File: config.mk
export PLATFORM = sky130hd
export DESIGN_NAME = pec8_serial
export DESIGN_NICKNAME = d
export VERILOG_FILES = /design/src/rtl/pec8_pkg.sv /design/src/rtl/pec8_shift.sv /design/src/rtl/pec8_bitcnt.sv /design/src/rtl/pec8_cmp.sv /design/src/rtl/pec8_serial.sv
export SDC_FILE = /design/constraint.sdc
export NUM_CORES = 1
export LEC_CHECK = 0
export ABC_AREA = 1
export BUFFER_PORTS_ARGS = -buffer_cell sky130_fd_sc_hd__buf_2
export CORE_MARGIN = 2
export CORE_UTILIZATION = 48
export DETAILED_ROUTE_END_ITERATION = 7
export PLACE_DENSITY = 0.76
export SETUP_SLACK_MARGIN = 0.2
export SLEW_MARGIN = 20
export SYNTH_ARGS = -nofsm -noshare
export SYNTH_HDL_FRONTEND = slang
export SYNTH_HIERARCHICAL = 1
export SYNTH_SLANG_ARGS = --single-unit
File: constraint.sdc
create_clock -name clk -period 1.34 [get_ports clk]
set_input_delay 0.402 -clock clk [delete_from_list [all_inputs] [get_ports clk]]
set_output_delay 0.402 -clock clk [all_outputs]
set_load 0.02 [all_outputs]
File: src/rtl/pec8_pkg.sv
// Shared constants and types for the serial CRC-8 unit.
// Assumes an 8-bit code with generator x^8+x^2+x+1 (taps 0x07) and seed 0x41.
package pec8_pkg;
    localparam int          CODE_W       = 8;
    localparam logic [7:0]  DEF_SEED     = 8'h41;
    localparam logic [7:0]  DEF_POLY     = 8'h07;
    localparam int          BITS_PER_BYTE = 8;

    typedef logic [CODE_W-1:0] code_t;
endpackage

File: src/rtl/pec8_shift.sv
// CRC register with per-bit update.
// Feedback is the data bit XOR the top bit. Bit 0 takes the feedback.
// Each higher bit takes its lower neighbour, XORed with the feedback where POLY has a 1.
// Assumes POLY[0] is 1, as for any proper generator.
module pec8_shift #(
    parameter int              W    = 8,
    parameter logic [W-1:0]    SEED = 8'h41,
    parameter logic [W-1:0]    POLY = 8'h07
) (
    input  logic         clk,
    input  logic         rst_n,
    input  logic         load_i,
    input  logic         shift_i,
    input  logic         bit_i,
    output logic [W-1:0] code_o
);
    logic         fb;
    logic [W-1:0] nxt;

    // Feedback bit for the incoming data bit.
    assign fb = bit_i ^ code_o[W-1];

    // Bit 0 is always the feedback.
    assign nxt[0] = fb;

    // Next-state bits 1..W-1: shift left, tap where the polynomial is set.
    for (genvar i = 1; i < W; i++) begin : g_bit
        if (POLY[i]) begin : g_tap
            assign nxt[i] = code_o[i-1] ^ fb;
        end else begin : g_pass
            assign nxt[i] = code_o[i-1];
        end
    end

    // Register update: seed on reset or load, step on shift, else hold.
    always_ff @(posedge clk) begin
        if (!rst_n || load_i) begin
            code_o <= SEED;
        end else if (shift_i) begin
            code_o <= nxt;
        end
    end
endmodule

File: src/rtl/pec8_bitcnt.sv
// Modulo-N bit counter.
// Reports when the count of accepted bits is a whole number of bytes.
// Assumes N is at least 2.
module pec8_bitcnt #(
    parameter int N = 8,
    localparam int CW = $clog2(N)
) (
    input  logic clk,
    input  logic rst_n,
    input  logic clr_i,
    input  logic inc_i,
    output logic aligned_o
);
    localparam logic [CW-1:0] LAST = CW'(N - 1);

    logic [CW-1:0] cnt;

    // Count bits modulo N; clear on reset or start.
    always_ff @(posedge clk) begin
        if (!rst_n || clr_i) begin
            cnt <= '0;
        end else if (inc_i) begin
            cnt <= (cnt == LAST) ? '0 : cnt + 1'b1;
        end
    end

    // Byte boundary indication.
    assign aligned_o = (cnt == '0);
endmodule

File: src/rtl/pec8_cmp.sv
// Sticky compare of the current code against a received code.
// The error sets on any mismatched compare and clears only on reset or start.
module pec8_cmp #(
    parameter int W = 8
) (
    input  logic         clk,
    input  logic         rst_n,
    input  logic         clr_i,
    input  logic         cmp_vld_i,
    input  logic [W-1:0] code_i,
    input  logic [W-1:0] ref_i,
    output logic         err_o
);
    logic miss;

    // Mismatch of the requested compare in this cycle.
    assign miss = cmp_vld_i && (code_i != ref_i);

    // Sticky error flag.
    always_ff @(posedge clk) begin
        if (!rst_n || clr_i) begin
            err_o <= 1'b0;
        end else if (miss) begin
            err_o <= 1'b1;
        end
    end
endmodule

File: src/rtl/pec8_serial.sv
// Top of the bit-serial CRC-8 generator and checker.
// Start has priority over shift and compare in the same cycle.
// A compare sees the code as it stands before any shift in the same cycle.
module pec8_serial
    import pec8_pkg::*;
#(
    parameter logic [CODE_W-1:0] SEED  = DEF_SEED,
    parameter logic [CODE_W-1:0] POLY  = DEF_POLY,
    parameter int                NBITS = BITS_PER_BYTE
) (
    input  logic              clk,
    input  logic              rst_n,
    input  logic              start_i,
    input  logic              bit_vld_i,
    input  logic              bit_i,
    input  logic              cmp_vld_i,
    input  logic [CODE_W-1:0] cmp_code_i,
    output logic [CODE_W-1:0] code_o,
    output logic              aligned_o,
    output logic              err_o
);
    code_t code_q;

    pec8_shift #(.W(CODE_W), .SEED(SEED), .POLY(POLY)) shift_i (
        .clk     (clk),
        .rst_n   (rst_n),
        .load_i  (start_i),
        .shift_i (bit_vld_i),
        .bit_i   (bit_i),
        .code_o  (code_q)
    );

    pec8_bitcnt #(.N(NBITS)) cnt_i (
        .clk       (clk),
        .rst_n     (rst_n),
        .clr_i     (start_i),
        .inc_i     (bit_vld_i),
        .aligned_o (aligned_o)
    );

    pec8_cmp #(.W(CODE_W)) cmp_i (
        .clk       (clk),
        .rst_n     (rst_n),
        .clr_i     (start_i),
        .cmp_vld_i (cmp_vld_i),
        .code_i    (code_q),
        .ref_i     (cmp_code_i),
        .err_o     (err_o)
    );

    assign code_o = code_q;
endmodule

; ---- Yosys cells after proc, flatten, opt, wreduce, memory -nomap -nowiden
; Index checks and enable logic that the tools add are counted.
[totals]
register_bits = 12
inputBits = 14
output_inout_bits = 10
wordCells = 14
[classes]
n_addsub = 1
n_eq_ne = 2
n_mux = 1
bitwise_logic = 3
reduce_logical = 4
[ops]
columns = operator, n
row1 = $ne A8 B8 Y1, 1
row2 = $add A3 B1 Y3 const B, 1
row3 = $eq A3 B3 Y1 const B, 1
row4 = $logic_not A3 Y1, 1
row5 = $mux W3, 1
row6 = $xor A1 B1 Y1, 3
row7 = $logic_and A1 B1 Y1, 1
row8 = $logic_not A1 Y1, 1
row9 = $logic_or A1 B1 Y1, 1

; ---- Logic depth before layout (Yosys ltp)
; Gate-level depths: netlist of run 1.
[depth]
ltp_word = 2
ltp_mapped = 9
depth_no_buf = 8

; ---- Cells and area by module
; Netlist of run 1, hierarchy kept.
[by_module_without_submodules]
columns = module, instances, cells_each, area_per_inst_um2, seq_area_each_um2
row1 = pec8_shift, 1, 54, 391.6, 160.2
row2 = pec8_cmp, 1, 37, 180.2, 20.0
row3 = pec8_bitcnt, 1, 24, 171.4, 60.1

; ---- Worst setup path before layout of run 1
; Ideal clock, no wire load.
[synth_path]
kind = reg-to-output
startpoint = register cnt_i.cnt[0]
endpoint = output port aligned_o
t_arrival_ps = 802
required_ps = 938
slack_ps = 136
path_stages_with_launch = 5
n_path_buf = 0
path_cell_list = dfxtp_1 inv_1 ha_1 inv_1 nor2_1
[synth_between]
elab_chain_cells = 1
[synth_lines]
columns = element, line_no
row1 = "start, declared", pec8_bitcnt.sv:16  ; logic [CW-1:0] cnt;
row2 = "start signal, assigned", pec8_bitcnt.sv:23  ; cnt <= (cnt == LAST) ? '0 : cnt + 1'b1;
row3 = $logic_not A3 Y1, pec8_bitcnt.sv:28  ; assign aligned_o = (cnt == '0);
row4 = "end, declared", pec8_serial.sv:19  ; output logic aligned_o,
; No other way between the ends.

; ---- Worst setup path in the final report of run 1
; Same ends and word-level chain as after synthesis.

==> flow_summary.toml, run 1 <==
[run_status]
run_status = "complete, but fails checks"
violated_checks = "negative setup slack"

[yosys]
post_synthesis_cells = 115
synth.cells.most_frequent = "sky130_fd_sc_hd__nand2_1 (39), sky130_fd_sc_hd__inv_1 (20), sky130_fd_sc_hd__dfxtp_1 (12), sky130_fd_sc_hd__a21oi_1 (8), sky130_fd_sc_hd__nand3_1 (8)"
fraction_of_synthesis_flops_using_an_asynchronous_set_or_reset_pin_pct = 0
synth_ff_type = "sky130_fd_sc_hd__dfxtp_1"
synth_enable_flop_cells = 0
netlist_cell_types = 18
synth_seq_cells = 12
synth.avg_cell_area_um2 = 6.46
yosysWarningCount = 6
synth_top_area_share_pct = 32.3
synth.net_count = 132
synth.yosys.seq_area_share_pct = 32.3
ys_top_cells_by_area = "sky130_fd_sc_hd__dfxtp_1 (32%), sky130_fd_sc_hd__nand2_1 (20%), sky130_fd_sc_hd__inv_1 (10%), sky130_fd_sc_hd__a21oi_1 (5.4%), sky130_fd_sc_hd__nand3_1 (5.4%)"
area_of_the_mapped_netlist_um2 = 743
cell_type_with_the_largest_total_area_after_synthesis = "sky130_fd_sc_hd__dfxtp_1"
post-synth-top-count-cell = "sky130_fd_sc_hd__nand2_1"

[setup_path]
worstPathArrival_ns = 1.01
crit_slowest_cell = "sky130_fd_sc_hd__dfxtp_2"
startpoint_type = "register"
crit_fanout = 2
cp.required_ns = 0.94
endpoint = "aligned_o"
worst-setup-path-type = "reg -> out"
crit_path_max_incr_delay_ns = 0.33
worst-r2r-cell-count = 6
critical_path.reg2reg.startpoint = "cnt_i/cnt[0]$_SDFFE_PP0P_"
worst_path_most_repeated_cell = "sky130_fd_sc_hd__inv_2"
timing.rr.end = "cnt_i/cnt[1]$_SDFFE_PP0P_"
worstSetupStartpoint = "cnt_i/cnt[0]$_SDFFE_PP0P_"
path_cells = "inv_2 > ha_4 > inv_2 > nor2_2 > buf_6"
crit_path_end_kind = "output pin"
reg2reg_slack_ns = 0.18

[global_routing]
initial_antenna_violation_count = 0
gr-usage-all-layers_pct = 21.0
grt_first_pass_wirelength_mm = 2.92
via_count_of_the_first_global_routing_pass = 755
grt_overflow = 0
pin_count_of_the_biggest_net_entering_global_routing = 17

[clock_network]
htreeDepth = 1
path_clk_slew_ns = 0.08
tritoncts.num_buffers = 3
cts-root-buf = "sky130_fd_sc_hd__clkbuf_4"
postCtsHoldBufs = 0
max-clock-path-buffers = 2
clock_insertion_delay_worst_skew_ns = 0.27
clock-sinks = 12
tritoncts = "yes"

[placement]
place.gp.congestion = 0.720
placed_area_um2 = 832
place_worst_setup_slack_ns = 0.103
buffer_ports.inserted = 23
place.detailed.hpwl_mm = 1.07

[cells_and_area]
flow.area_growth_from_synthesis_pct = 49.8
finish.net_count = 166
nFillCells = 109
diodes = 0
area_used_by_multi_input_combinational_logic_um2 = 425
layout.core_utilization_pct = 75.7
regArea_um2 = 259
layout-drive-gt1-share_pct = 51.4
final_area_um2 = 1110

[sta]
timing.clock.skew_ns = 0.00429
setup_slack_ns = -0.0696
finalSetupViolCount = 1
rsz0062_at_grt = "yes"
fin_crit_ns = 1.41
timing_worst_slew_pin_value_ns = 0.277
maxClockFrequency_mhz = 709
report.final.hold_viol_count = 0
min_period_over_period_pct = 105
slew_headroom_pct = 81.5
drv_slew = 0

[power]
pwr-share-clk_pct = 32.8
cellInternalPower_uw = 631
fin_total_pwr_uw = 869
p_seq_share_pct = 43.5
cellLeakagePower_uw = 0.000561
sw_frac_of_total_pct = 27.4
cellPowerDensity_nw_per_um2 = 780
power.switching_uw = 238
power.combinational.fraction_pct = 23.7
max-vdd-ir-drop_uv = 835

[routing]
remaining_drc_errors = 0
viasPerCell = 4.73
drt_pass1_iterations = 4
post_route_ant_nets = 0
post_dr_wirelength_cell_um = 11.6
dr.first_iter.drc_count = 17
wirelength_mm = 1.90
dr_total_vias = 776

[min_path]
min_path_cells = 3
start_point_of_the_worst_min_delay_path = "cmp_vld_i"
hold_crit_path_type = "in -> reg"

[floorplan]
std_cell_rows = 14
die_height_um = 43.4
die_w_um = 43.4
die_area_um2 = 1880
floorplan.initialDensity_pct = 50.5
boundaryPins = 24
design.core.area_um2 = 1470

[flow_run]
max_capacitance_violation_count = 0
kinds of logic after synthesis:
family / Yosys count / share of synthesized area (%)
AOI/OAI and AO/OA: 12 / 8.92
xor gates and xnor gates: 4 / 4.71
adders and majority gates: 3 / 5.05
buffers and inverters: 30 / 18.7
DFF: 12 / 32.3
and+or+nand+nor: 54 / 30.3
metal layers:
layer	wire length [µm]	part of all wire [%]	GRT usage, %	vias to the layer above
li1	-	-	-	410
met1	769	40	21.1	338
met2	1020	53	39.1	26
met3	100	5.3	5.42	2
met4	17	0.89	10.9	0
met5	0	0	0	-
sequential cells by signal, summed over array words and instances (netlist names):
name	cells
shift_i/code_o	8
cnt_i/cnt	3
cmp_i/err_o	1
layout by cell type, fill, tap and decap left out:
| cell type | n |
|---|---|
| sky130_fd_sc_hd__a21oi_1 | 7 |
| sky130_fd_sc_hd__nand2_1 | 35 |
| sky130_fd_sc_hd__xnor2_1 | 1 |
| sky130_fd_sc_hd__ha_1 | 1 |
| sky130_fd_sc_hd__inv_2 | 10 |
| sky130_fd_sc_hd__ha_4 | 1 |
| sky130_fd_sc_hd__o21a_1 | 1 |
| sky130_fd_sc_hd__dfxtp_4 | 2 |
| sky130_fd_sc_hd__o21ai_0 | 1 |
| sky130_fd_sc_hd__a21oi_2 | 2 |
| sky130_fd_sc_hd__o21ai_1 | 1 |
| sky130_fd_sc_hd__nand4_1 | 1 |
| sky130_fd_sc_hd__xnor2_2 | 3 |
| sky130_fd_sc_hd__buf_6 | 14 |
| sky130_fd_sc_hd__dfxtp_1 | 1 |
| sky130_fd_sc_hd__clkbuf_4 | 3 |
| sky130_fd_sc_hd__buf_2 | 13 |
| sky130_fd_sc_hd__ha_2 | 1 |
| sky130_fd_sc_hd__buf_4 | 8 |
| sky130_fd_sc_hd__nand2_2 | 4 |
| sky130_fd_sc_hd__nand3_1 | 7 |
| sky130_fd_sc_hd__nor2_4 | 1 |
| sky130_fd_sc_hd__nor2_2 | 3 |
| sky130_fd_sc_hd__inv_1 | 14 |
| sky130_fd_sc_hd__dfxtp_2 | 9 |
| sky130_fd_sc_hd__nor2_1 | 2 |
| sky130_fd_sc_hd__nand3_2 | 1 |
| sky130_fd_sc_hd__clkbuf_8 | 1 |
worst max-delay path: cells and delay by family, from the launching register on:
kind                     cells  cell delay [ns]
adder cells (fa/ha/maj)      1             0.12
buffers and inverters        3             0.21
flip-flops                   1             0.33
AND/OR/NAND/NOR              1             0.08
layout make-up:
| cell class | instances | area share, % |
|---|---|---|
| clock buffer | 4 | 3.26 |
| inverter | 24 | 8.09 |
| multi-input combinational | 73 | 38.2 |
| sequential | 12 | 23.3 |
| tap | 16 | 1.80 |
| timing repair buffer | 35 | 25.4 |
metrics by stage:
stage	setup TNS, ns	hold WS, ns	instances
6_report	-0.0696	0.366	164
5_1_grt	-0.126	0.359	164
4_1_cts	-0.103	0.367	162
3_5_place_dp	0	0.449	148
3_3_place_gp	0	0.446	148
2_1_floorplan	0	0.448	115
power groups by stage:
stage,clock network [µW],registers [µW],logic (µW)
final,285,378,206
after global routing,311,379,223
after CTS,295,377,181
after detailed placement,0,390,140
after global placement,0,389,137
after floorplan,0,394,95.0
worst min path at each step:
| stage | end | slack, ns |
|---|---|---|
| after floorplan | shift_i/code_o[3]$_SDFFE_PP0P_ | 0.45 |
| after CTS | cmp_i/err_o$_SDFFE_PP0P_ | 0.37 |
| final | cmp_i/err_o$_SDFFE_PP0P_ | 0.37 |
| after global placement | cmp_i/err_o$_SDFFE_PP0P_ | 0.45 |
| after detailed placement | cmp_i/err_o$_SDFFE_PP0P_ | 0.45 |
| after global routing | cmp_i/err_o$_SDFFE_PP0P_ | 0.36 |
timing repair:
action | CTS | global route
pin swaps | 3 | 14
setup buffers | 10 | 2
setup endpoints to repair | 10 | 14
gates resized for setup | 39 | 17
Note: power is estimated with default switching activity, not from simulation.
==> inputs of run 2 (changes only) <==
CORE_UTILIZATION = 47   (was 48)
SYNTH_HIERARCHICAL = default   (was 1)
==> run 2 against run 1 <==
Against the previous run: the flow still finishes with violations (negative setup slack); non-clock buffer count fell by 2; utilization grew 2.8 points; largest cell class unchanged; register-to-register slack got worse by 0.10 ns; critical path type unchanged; cell area down 7.2%; cell count down 15%.
==> flow_summary.toml, run 2 <==
[routing]
dr.first_iter.drc_count = 8
viasPerCell = 4.90
wirelength_mm = 1.64
post_dr_wirelength_cell_um = 11.8
drt_pass1_iterations = 4
remaining_drc_errors = 0
dr_total_vias = 681
post_route_ant_nets = 0

[clock_network]
tritoncts.num_buffers = 3
clock_insertion_delay_worst_skew_ns = 0.27
tritoncts = "yes"
max-clock-path-buffers = 2
path_clk_slew_ns = 0.08
postCtsHoldBufs = 0
htreeDepth = 1
cts-root-buf = "sky130_fd_sc_hd__clkbuf_4"
clock-sinks = 12

[global_routing]
grt_first_pass_wirelength_mm = 2.49
pin_count_of_the_biggest_net_entering_global_routing = 16
initial_antenna_violation_count = 0
via_count_of_the_first_global_routing_pass = 590
gr-usage-all-layers_pct = 18.2
grt_overflow = 0

[cells_and_area]
layout-drive-gt1-share_pct = 54.0
layout.cells.most_common = "sky130_fd_sc_hd__nand2_1"
layout.cells.most_common_list = "sky130_fd_sc_hd__nand2_1 (23), sky130_fd_sc_hd__buf_6 (14), sky130_fd_sc_hd__buf_2 (13)"
finish.net_count = 142
diodes = 0
reg_top3 = "shift_i.code_o: 8 flops, cnt_i.cnt: 3 flops, cmp_i.err_o: 1 flops"
final_area_um2 = 1030
flow.area_growth_from_synthesis_pct = 55.3
largest_register_ff_count = 8
max_flop_register = "shift_i.code_o"
final-instance-count-excl-fill = 139
nFillCells = 86

[setup_path]
crit_fanout = 2
crit_path_end_kind = "output pin"
worst-setup-path-type = "reg -> out"
cp.required_ns = 0.94
worstPathArrival_ns = 1.03
startpoint_type = "register"
timing.rr.end = "cnt_i.cnt[0]$_SDFFE_PP0P_"
reg2reg_slack_ns = 0.08
critical_path.reg2reg.startpoint = "cnt_i.cnt[0]$_SDFFE_PP0P_"
worst-r2r-cell-count = 6

[run_status]
violated_checks = "negative setup slack"
run_status = "complete, but fails checks"

[yosys]
area_of_the_mapped_netlist_um2 = 666
yosysWarningCount = 0
fraction_of_synthesis_flops_using_an_asynchronous_set_or_reset_pin_pct = 0
synth_enable_flop_cells = 0
cell_type_with_the_largest_total_area_after_synthesis = "sky130_fd_sc_hd__dfxtp_1"
post-synth-top-count-cell = "sky130_fd_sc_hd__nand2_1"
synth_seq_cells = 12
synth.avg_cell_area_um2 = 7.08
synth_ff_type = "sky130_fd_sc_hd__dfxtp_1"
synth.yosys.seq_area_share_pct = 36.1
synth.cells.most_frequent = "sky130_fd_sc_hd__nand2_1 (26), sky130_fd_sc_hd__inv_1 (15), sky130_fd_sc_hd__dfxtp_1 (12), sky130_fd_sc_hd__a21oi_1 (9), sky130_fd_sc_hd__buf_4 (6)"
synth_top_area_share_pct = 36.1
post_synthesis_cells = 94
netlist_cell_types = 17
ys_top_cells_by_area = "sky130_fd_sc_hd__dfxtp_1 (36%), sky130_fd_sc_hd__nand2_1 (15%), sky130_fd_sc_hd__inv_1 (8.5%), sky130_fd_sc_hd__a21oi_1 (6.8%), sky130_fd_sc_hd__buf_4 (6.8%)"
synth.net_count = 111

[min_path]
start_point_of_the_worst_min_delay_path = "cmp_vld_i"
min_path_cells = 3
hold_crit_path_type = "in -> reg"
whs_endpoint = "cmp_i.err_o$_SDFFE_PP0P_"

[sta]
timing.clock.skew_ns = 0.00228
report.final.hold_viol_count = 0
maxClockFrequency_mhz = 698
min_period_over_period_pct = 107
drv_slew = 0
holdWs_ns = 0.364
setup_slack_ns = -0.0931
slew_headroom_pct = 84.9
timing_worst_slew_pin_value_ns = 0.226
finalSetupViolCount = 1
rsz0062_at_grt = "yes"
fin_crit_ns = 1.43
totalNegativeSetupSlack_ns = -0.0931

[placement]
buffer_ports.inserted = 23
place.detailed.hpwl_um = 964
placed_area_um2 = 752
place_worst_setup_slack_ns = 0.0936
place.gp.congestion = 0.750
placedCellCount = 125

[floorplan]
die_area_um2 = 1730
design.core.area_um2 = 1320
die_height_um = 41.6
boundaryPins = 24
floorplan.initialDensity_pct = 50.5
die_w_um = 41.6
std_cell_rows = 13

[power]
cellPowerDensity_nw_per_um2 = 851
max-vdd-ir-drop_uv = 643
cellLeakagePower_uw = 0.000506

[flow_run]
max_capacitance_violation_count = 0
run 2: layout make-up:
| cell class | count | area (µm²) | share of cell area (%) |
|---|---|---|---|
| inverter | 16 | 65.1 | 6.30 |
| tap | 15 | 18.8 | 1.82 |
| multi-input combinational | 59 | 389 | 37.7 |
| timing repair buffer | 33 | 268 | 25.9 |
| sequential | 12 | 256 | 24.8 |
| clock buffer | 4 | 36.3 | 3.51 |
run 2: critical path, cell delays in order (launching register included):
cell and delay (ns):
sky130_fd_sc_hd__dfxtp_2 0.33, sky130_fd_sc_hd__inv_2 0.06, sky130_fd_sc_hd__ha_4 0.12, sky130_fd_sc_hd__inv_2 0.04, sky130_fd_sc_hd__nor2_4 0.09, sky130_fd_sc_hd__buf_6 0.12
run 2: routing by layer:
metal / GRT usage [%] / up-vias / share of wire, % / wire [µm]
li1: - / 347 / - / -
met1: 23.8 / 314 / 41 / 680
met2: 29.4 / 18 / 54 / 883
met3: 3.04 / 2 / 4.0 / 65
met4: 7.74 / 0 / 0.85 / 14
met5: 0 / - / 0 / 0
run 2: logic make-up (layout without fill, tap and decap cells):
logic type,after synthesis,count (layout),share of synthesized area (%)
AND/OR/NAND/NOR,32,32,19.4
buffers and inverters,23,53,16.5
AO/OA/AOI/OAI,18,18,14.5
flip-flops,12,12,36.1
XOR/XNOR,6,6,7.89
adder cells (fa/ha/maj),3,3,5.64
run 2: worst max-delay path by stage:
stage	startpoint	to	cells past startpoint	slack, ns
finish	cnt_i.cnt[0]$_SDFFE_PP0P_	aligned_o	5	-0.09
global route	cnt_i.cnt[0]$_SDFFE_PP0P_	aligned_o	5	-0.12
CTS	cnt_i.cnt[1]$_SDFFE_PP0P_	aligned_o	5	-0.10
detailed placement	cnt_i.cnt[0]$_SDFFE_PP0P_	aligned_o	5	0.09
global placement	cnt_i.cnt[0]$_SDFFE_PP0P_	aligned_o	5	0.13
floorplan	cnt_i.cnt[0]$_SDFFE_PP0P_	aligned_o	4	0.22
run 2: repair_timing:
action / 4_1_cts / 5_1_grt
pin swaps: 3 / 14
buffers inserted: 8 / 2
resized for setup: 36 / 21
cloned: 0 / 0
endpoints found under the setup margin: 10 / 15
run 2: power breakdown:
group | internal, µW | switching (µW) | total, µW
Combinational | 101 | 106 | 206
Clock | 165 | 125 | 291
Sequential | 372 | 10.8 | 383
Total | 638 | 242 | 880
run 2: through the flow:
| stage | power [µW] | util, % |
|---|---|---|
| 2_1_floorplan | 487 | - |
| 5_1_grt | 919 | 78.4 |
| 4_1_cts | 851 | 71.5 |
| 3_5_place_dp | 525 | 57.1 |
| 6_report | 880 | 78.4 |
| 3_3_place_gp | 520 | 57.1 |
==> inputs of run 3 (changes only) <==
CORE_UTILIZATION = 50   (was 47)
PLACE_DENSITY = 0.8   (was 0.76)
clock period = 1.7 ns   (was 1.34 ns; I/O delays follow)
==> run 3 against run 2 <==
Against the previous run: the run now ends clean; routed wire length decreased by 22%; die area decreased by 5.4%; cell count is 7.2% lower; global-route usage fell by 0.45 points; count of clock-buffer cells in the layout shrank 1; largest power group unchanged; via count fell by 9.1%; non-clock buffer count fell by 9; sequential share of layout area up 5.2 points.
==> flow_summary.toml, run 3 (synthesis results as in run 2) <==
[run_status]
run_status = "finished, final reports clean"

[routing]
viasPerCell = 4.80
drt_pass1_iterations = 4
remaining_drc_errors = 0
wirelength_mm = 1.28
dr.first_iter.drc_count = 14
post_dr_wirelength_cell_um = 9.92
dr_total_vias = 619
post_route_ant_nets = 0

[setup_path]
startpoint_type = "register"
timing.rr.end = "cnt_i.cnt[0]$_SDFFE_PP0P_"
critPathBufInv = 3
reg2reg_slack_ns = 0.48
worstPathArrival_ns = 1.02
cp.required_ns = 1.19
critical_path_cell_count = 5
crit_slowest_cell = "sky130_fd_sc_hd__dfxtp_2"
worst-setup-path-type = "reg -> out"
critical_path.reg2reg.startpoint = "cnt_i.cnt[0]$_SDFFE_PP0P_"
crit_fanout = 2
worst-r2r-cell-count = 6
worst_path_most_repeated_cell = "sky130_fd_sc_hd__inv_2"
crit_path_max_incr_delay_ns = 0.33
crit_path_end_kind = "output pin"
critical_path.top_delay_family = "flip-flops"
path_cells = "inv_2 > ha_4 > inv_2 > nor2_4 > buf_6"

[cells_and_area]
flow.area_growth_from_synthesis_pct = 21.4
finish.net_count = 133
final-instance-count-excl-fill = 129
max_flop_register = "shift_i.code_o"
diodes = 0
layout.core_utilization_pct = 63.7
largest_register_ff_count = 8
reg_top3 = "shift_i.code_o: 8 flops, cnt_i.cnt: 3 flops, cmp_i.err_o: 1 flops"
layout-drive-gt1-share_pct = 31.6
layout.cells.most_common_list = "sky130_fd_sc_hd__nand2_1 (26), sky130_fd_sc_hd__buf_2 (22), sky130_fd_sc_hd__inv_1 (12)"
layout.cells.most_common = "sky130_fd_sc_hd__nand2_1"

[power]
cellPowerDensity_nw_per_um2 = 726
cellLeakagePower_uw = 0.000420
sw_frac_of_total_pct = 27.8
power.combinational.fraction_pct = 19.3
p_seq_share_pct = 51.6
max-vdd-ir-drop_uv = 497
cellInternalPower_uw = 423
power.switching_uw = 163
pwr-share-clk_pct = 29.1

[global_routing]
grt_first_pass_wirelength_mm = 1.90
grt_overflow = 0
pin_count_of_the_biggest_net_entering_global_routing = 16
initial_antenna_violation_count = 0
via_count_of_the_first_global_routing_pass = 478
gr-usage-all-layers_pct = 17.8

[sta]
fin_crit_ns = 1.53
finalSetupViolCount = 0
report.final.hold_viol_count = 0
drv_slew = 0
rsz0062_at_grt = "yes"
slew_headroom_pct = 85.8
min_period_over_period_pct = 90.1
timing.clock.skew_ns = 0.000771
totalNegativeSetupSlack_ns = 0
timing_worst_slew_pin_value_ns = 0.213
maxClockFrequency_mhz = 653

[placement]
place.detailed.hpwl_um = 957
buffer_ports.inserted = 23
placedCellCount = 125
place.gp.congestion = 0.693

[clock_network]
tritoncts = "yes"
clock-sinks = 12
tritoncts.num_buffers = 3
cts-root-buf = "sky130_fd_sc_hd__clkbuf_4"
max-clock-path-buffers = 2
htreeDepth = 1
path_clk_slew_ns = 0.07
clock_insertion_delay_worst_skew_ns = 0.27

[min_path]
whs_endpoint = "cmp_i.err_o$_SDFFE_PP0P_"
hold_crit_path_type = "reg -> reg"
min_path_cells = 2
start_point_of_the_worst_min_delay_path = "cmp_i.err_o$_SDFFE_PP0P_"

[flow_run]
max_capacitance_violation_count = 0

[floorplan]
design.core.area_um2 = 1270
die_area_um2 = 1640
std_cell_rows = 13
die_w_um = 40.5
boundaryPins = 24
floorplan.initialDensity_pct = 52.5
die_height_um = 40.5
[run 3: cell types whose count changed in the layout (fill, tap and decap cells not counted), moves of 5 or more]
cell | before | now
sky130_fd_sc_hd__buf_4 | 6 | 1
sky130_fd_sc_hd__buf_2 | 13 | 22
sky130_fd_sc_hd__buf_6 | 14 | 1
sky130_fd_sc_hd__dfxtp_1 | 1 | 10
sky130_fd_sc_hd__dfxtp_2 | 10 | 2
[run 3: what timing repair did]
action | 4_1_cts | 5_1_grt
hold buffers | 0 | 0
buffers inserted | 1 | 0
resized for setup | 7 | 4
endpoints found under the setup margin | 1 | 1
pin swaps | 1 | 2
gates cloned | 0 | 0
[run 3: worst min-delay path, cell delays in order (launching register included)]
cell                      delay, ns
sky130_fd_sc_hd__dfxtp_1       0.31
sky130_fd_sc_hd__inv_1         0.05
sky130_fd_sc_hd__a21oi_1       0.05
[run 3: cell type report]
class | count | area, µm²
Multi-Input combinational cell | 59 | 335
Clock buffer | 3 | 22.5
Inverter | 16 | 60.1
Tap cell | 15 | 18.8
Sequential cell | 12 | 243
Timing Repair Buffer | 24 | 129
Fill cell | 116 | 460
[run 3: per-layer routing]
layer	vias to the layer above	track usage [%]	wire length, µm
met4	0	7.50	21
met1	271	21.5	545
met3	5	3.33	87
li1	325	-	-
met5	-	0	0
met2	18	30.2	625
[run 3: power by group through the flow]
| stage | Combinational, µW | Clock (µW) | Sequential, µW |
|---|---|---|---|
| after global routing | 128 | 185 | 304 |
| after floorplan | 70.7 | 0 | 313 |
| after global placement | 101 | 0 | 308 |
| after CTS | 111 | 174 | 303 |
| after detailed placement | 105 | 0 | 309 |
| final | 113 | 171 | 303 |
[run 3: per-stage QoR]
step | worst slack, ns | hold slack, ns | area (µm²) | power [µW]
after floorplan | 0.388 | 0.455 | 666 | 384
after global placement | 0.384 | 0.436 | 749 | 409
after detailed placement | 0.364 | 0.446 | 749 | 414
after CTS | 0.154 | 0.458 | 797 | 587
after global routing | 0.126 | 0.482 | 808 | 617
final | 0.169 | 0.450 | 808 | 587
[run 3: worst max-delay path by stage]
| stage | start | endpoint | slack (ns) |
|---|---|---|---|
| global placement | cnt_i.cnt[0]$_SDFFE_PP0P_ | aligned_o | 0.38 |
| global route | cnt_i.cnt[1]$_SDFFE_PP0P_ | aligned_o | 0.13 |
| floorplan | cnt_i.cnt[0]$_SDFFE_PP0P_ | aligned_o | 0.39 |
| detailed placement | cnt_i.cnt[0]$_SDFFE_PP0P_ | aligned_o | 0.36 |
| CTS | cnt_i.cnt[1]$_SDFFE_PP0P_ | aligned_o | 0.15 |
| finish | cnt_i.cnt[1]$_SDFFE_PP0P_ | aligned_o | 0.17 |
